$ cat src/rtl/cd_irq_ctrl.sv
module cd_irq_ctrl (
  input  logic        clk,
  input  logic        rst_n,
  input  logic        card_present_i,
  input  logic        fifo_empty_i,
  input  logic        dma_done_i,
  input  logic        dma_err_i,
  input  logic        fifo_underrun_i,
  input  logic        fifo_mismatch_i,
  input  logic        led_set_i,
  input  logic        wr_en_i,
  input  logic [31:0] wr_data_i,
  output logic [31:0] rd_data_o,
  output logic        irq_o,
  output logic        led_o
);
  localparam int EnOfs = 16;
  localparam int BIns  = 8;
  localparam int BRem  = 9;
  localparam int BDone = 11;
  localparam int BOrun = 12;
  localparam int BMism = 13;
  localparam int BErr  = 14;
  localparam int BLed  = 15;

  logic [15:0] en_q;
  logic        pres_q;
  logic        ins_q, rem_q, done_q, orun_q, mism_q, err_q, led_q;
  logic        rise, fall;
  logic [15:0] stat;

  assign rise = card_present_i & ~pres_q;
  assign fall = ~card_present_i & pres_q;

  function automatic logic upd(input logic cur, input logic set, input int b,
                               input logic we, input logic [31:0] wd);
    return set | (cur & ~(we & ~wd[b]));
  endfunction

  always_ff @(posedge clk or negedge rst_n) begin
    if (!rst_n) begin
      en_q   <= '0;
      pres_q <= 1'b0;
      ins_q  <= 1'b0;
      rem_q  <= 1'b0;
      done_q <= 1'b0;
      orun_q <= 1'b0;
      mism_q <= 1'b0;
      err_q  <= 1'b0;
      led_q  <= 1'b0;
    end else begin
      pres_q <= card_present_i;
      if (wr_en_i) en_q <= wr_data_i[31:16];
      ins_q  <= upd(ins_q,  rise & en_q[BIns], BIns, wr_en_i, wr_data_i);
      rem_q  <= upd(rem_q,  fall & en_q[BRem], BRem, wr_en_i, wr_data_i);
      done_q <= upd(done_q, dma_done_i,      BDone, wr_en_i, wr_data_i);
      orun_q <= upd(orun_q, fifo_underrun_i, BOrun, wr_en_i, wr_data_i);
      mism_q <= upd(mism_q, fifo_mismatch_i, BMism, wr_en_i, wr_data_i);
      err_q  <= upd(err_q,  dma_err_i,       BErr,  wr_en_i, wr_data_i);
      led_q  <= upd(led_q,  led_set_i,       BLed,  wr_en_i, wr_data_i);
    end
  end

  assign stat = {led_q, err_q, mism_q, orun_q, done_q, fifo_empty_i, rem_q, ins_q,
                 6'b0, card_present_i, 1'b0};

  assign rd_data_o = {en_q, stat};
  assign irq_o     = |(stat[14:8] & en_q[14:8]);
  assign led_o     = led_q;

  assert_w0c_done_R3: assert property (@(posedge clk) disable iff (!rst_n)
    (wr_en_i && !wr_data_i[BDone] && !dma_done_i) |=> !rd_data_o[BDone]);

  assert_hold_ins_R3: assert property (@(posedge clk) disable iff (!rst_n)
    (!wr_en_i && rd_data_o[BIns]) |=> rd_data_o[BIns]);

  assert_insert_armed_R5: assert property (@(posedge clk) disable iff (!rst_n)
    ($rose(card_present_i) && rd_data_o[BIns + EnOfs]) |=> rd_data_o[BIns]);

  assert_remove_armed_R6: assert property (@(posedge clk) disable iff (!rst_n)
    ($fell(card_present_i) && rd_data_o[BRem + EnOfs]) |=> rd_data_o[BRem]);

  assert_led_sticky_R9: assert property (@(posedge clk) disable iff (!rst_n)
    (led_o && !(wr_en_i && !wr_data_i[BLed])) |=> led_o);

  assert_irq_needs_enable_R10: assert property (@(posedge clk) disable iff (!rst_n)
    irq_o |-> (rd_data_o[30:24] != 7'd0));

  assert_set_wins_R11: assert property (@(posedge clk) disable iff (!rst_n)
    dma_err_i |=> rd_data_o[BErr]);

  assert_unused_zero_R12: assert property (@(posedge clk) disable iff (!rst_n)
    (rd_data_o[0] == 1'b0) && (rd_data_o[7:2] == 6'd0));
endmodule

$ cat config.mk
export PLATFORM = sky130hd
export DESIGN_NAME = cd_irq_ctrl
export DESIGN_NICKNAME = d
export VERILOG_FILES = /design/src/rtl/cd_irq_ctrl.sv
export SDC_FILE = /design/constraint.sdc
export NUM_CORES = 1
export LEC_CHECK = 0
export CORE_MARGIN = 2
export CORE_UTILIZATION = 45
export CTS_CLUSTER_SIZE = 8
export DETAILED_ROUTE_END_ITERATION = 7
export DONT_BUFFER_PORTS = 1
export PLACE_DENSITY = 0.69
export SKIP_LAST_GASP = 1
export SLEW_MARGIN = 25
export SYNTH_ARGS = -nofsm -noshare
export SYNTH_HDL_FRONTEND = slang
export SYNTH_SLANG_ARGS = --single-unit
export TNS_END_PERCENT = 10
$ cat constraint.sdc
create_clock -name clk -period 0.9 [get_ports clk]
set_input_delay 0.09 -clock clk [delete_from_list [all_inputs] [get_ports clk]]
set_output_delay 0.09 -clock clk [all_outputs]
set_load 0.05 [all_outputs]
==> results.ini <==
[run_status]
status=complete, but fails checks
violations=negative hold slack, negative setup slack

[critical_path]
endpoint_kind=primary output
critical_path_class=register to primary output
startpoint_type=register
arrival_ns=1.46
required_ns=0.81
cp_max_fo=2

[synth]
avgSynthCellArea_um2=13.5
synth_mux_area_share_pct=16.9
synth_xor_area_share_pct=0
synth_top_family_by_area=multiplexers
synth.distinct_cells=15
synth_compound_area_share_pct=7.62
synth-adder-area-share_pct=0
synth_warnings=0
yosysTopAreaCell=dfrtp_1
netlist_area_mm2=0.00107
syn_inst=79
synth_simple_gate_area_share_pct=4.92
ys_ff_latch=24
yosysSeqAreaShare_pct=56.3
synth_area_leaders=dfrtp_1 (56%), mux2_2 (17%), buf_4 (11%)
synth_top_area_share_pct=56.3

[flow_run]
cap_violations=0

[placed_design]
io_buffers=0
dp_hpwl_mm=1.42
dp_cells=120
placed_area_mm2=0.00120
place.gp.congestion=0.604

[sta]
hold_viol=16
worst_slew_pin_slew_ns=0.512
slew_headroom_pct=65.9
final-setup-viol-count=31
min_period_ns=1.55
hold_ws_ns=-0.0648
tns_ns=-3.43
skew_ns=0.000436
grt_setup_unrepaired=yes
finalMaxSlewViolations=0
fmax_mhz=647
setup_slack_ns=-0.645
layout_worst_path_cycle_share_pct=172

[worst_hold_path]
hp-class=input port to register

[drt]
drtIter0Drc=5
firstDrtPassIters=4
drt_wl_total_mm=2.15
routedWlPerCell_um=13.9
vias=745
ant_nets=0
viasPerCell=4.81
drc=0

[floorplanning]
start_util_pct=47.8
die_h_um=52.7
design.core.area_mm2=0.00223
rows=17
die-area_mm2=0.00278
io_pins=76
die_width_um=52.7

[finish]
stdcell_count=155
final_nets=170
fin_area_mm2=0.00154
utilization_pct=69.1
drive_gt1_share_pct=38.6
n_antenna_cell=0
syn_to_final_growth_pct=44.7

[grt]
grt_use_total_pct=17.7
grt_pass1_vias=769
grt_pass1_wl_mm=3.49
antenna_found_initial=0
grt_overflow=0
grt_max_degree=25

[clocking]
clk-insertion-delay-late_ns=0.30
cts_max_path_buffers=2
cts_tree=yes
htreeDepth=1
cts_inserted_buffers=3
cts_root_buffer=clkbuf_4
clkTransAtPathRegs_ns=0.13
clock-sinks=24

[pwr]
ir_drop_mv=1.51
p_total_uw=2670
power_density_mw_per_mm2=1730
p_leak_uw=0.000682

## per-stage QoR
step                      worst slack (ns)  hold slack (ns)
after global routing                -0.705          -0.0908
after floorplan                     -0.377           -0.206
final                               -0.645          -0.0648
after detailed placement            -0.299           -0.205
after global placement              -0.277           -0.205
after CTS                           -0.656          -0.0757
## critical path, stage by stage, from the launching register on
cell      delay, ns
dfrtp_2        0.42
a222oi_1       0.41
nand3_2        0.14
buf_12         0.17
## report_power, final
group | internal, uW | switching, uW
clock network | 173 | 305
logic | 355 | 597
registers | 1180 | 60.3
## layout by cell type, fill, tap and decap left out, drive strengths merged
cell / count
mux2: 16
dlygate4sd3: 30
conb: 7
a21o: 5
inv: 1
o2bb2ai: 1
nand3: 1
a222oi: 1
buf: 26
nand2b: 7
a32o: 1
nand2: 1
a22oi: 2
dfrtp: 24
clkbuf: 4
## synthesized netlist by cell type
cell type,count
a222oi_1,1
a22oi_1,2
buf_6,1
nand2_1,1
o2bb2ai_1,1
clkbuf_8,1
conb_1,1
dfrtp_1,24
a21o_1,5
nand3_1,1
nand2b_1,7
inv_1,1
buf_4,16
a32o_1,1
mux2_2,16
## area by class of cell
cell class | instances | area [um2]
Multi-Input combinational cell | 42 | 345
Timing Repair Buffer | 56 | 529
Sequential cell | 24 | 604
Clock buffer | 4 | 26.3
Tap cell | 28 | 35.0
Fill cell | 168 | 689
Inverter | 1 | 3.75
## final timing paths
path	cells after the start	end	slack [ns]	start
max in group asynchronous	2	en_q[13]$_DFFE_PN0P_	0.25	rst_n
max	3	irq_o	-0.65	en_q[12]$_DFFE_PN0P_
min in group asynchronous	2	en_q[2]$_DFFE_PN0P_	0.28	rst_n
min reg2reg	1	ins_q$_DFF_PN0_	0.46	pres_q$_DFF_PN0_
min	1	en_q[6]$_DFFE_PN0P_	-0.06	wr_en_i
max reg2reg	2	en_q[13]$_DFFE_PN0P_	-0.09	en_q[13]$_DFFE_PN0P_
## logic make-up after synthesis
logic type,after synthesis
AO/OA/AOI/OAI,10
buffers and inverters,19
flip-flops,24
multiplexers,16
other,1
AND/OR/NAND/NOR,9
## flip-flops by register name (all words and copies together) (netlist names)
register,flops
en_q,16
done_q,1
err_q,1
ins_q,1
led_o,1
mism_q,1
orun_q,1
pres_q,1
rem_q,1
## repair_timing
item,in CTS,in global routing
gates resized for setup,3,1
hold endpoints to repair,48,40
endpoints found under the setup margin,31,34
hold buffers,30,1
setup buffers,0,1
## routing by layer
| metal | track usage [%] | wire length [um] | up-vias |
|---|---|---|---|
| met5 | 0 | 0 | - |
| met4 | 6.41 | 14 | 0 |
| met3 | 2.86 | 147 | 2 |
| met2 | 32.9 | 1210 | 34 |
| met1 | 20.1 | 773 | 363 |
| li1 | - | - | 346 |
No activity file was read; power rests on OpenSTA's default activity.
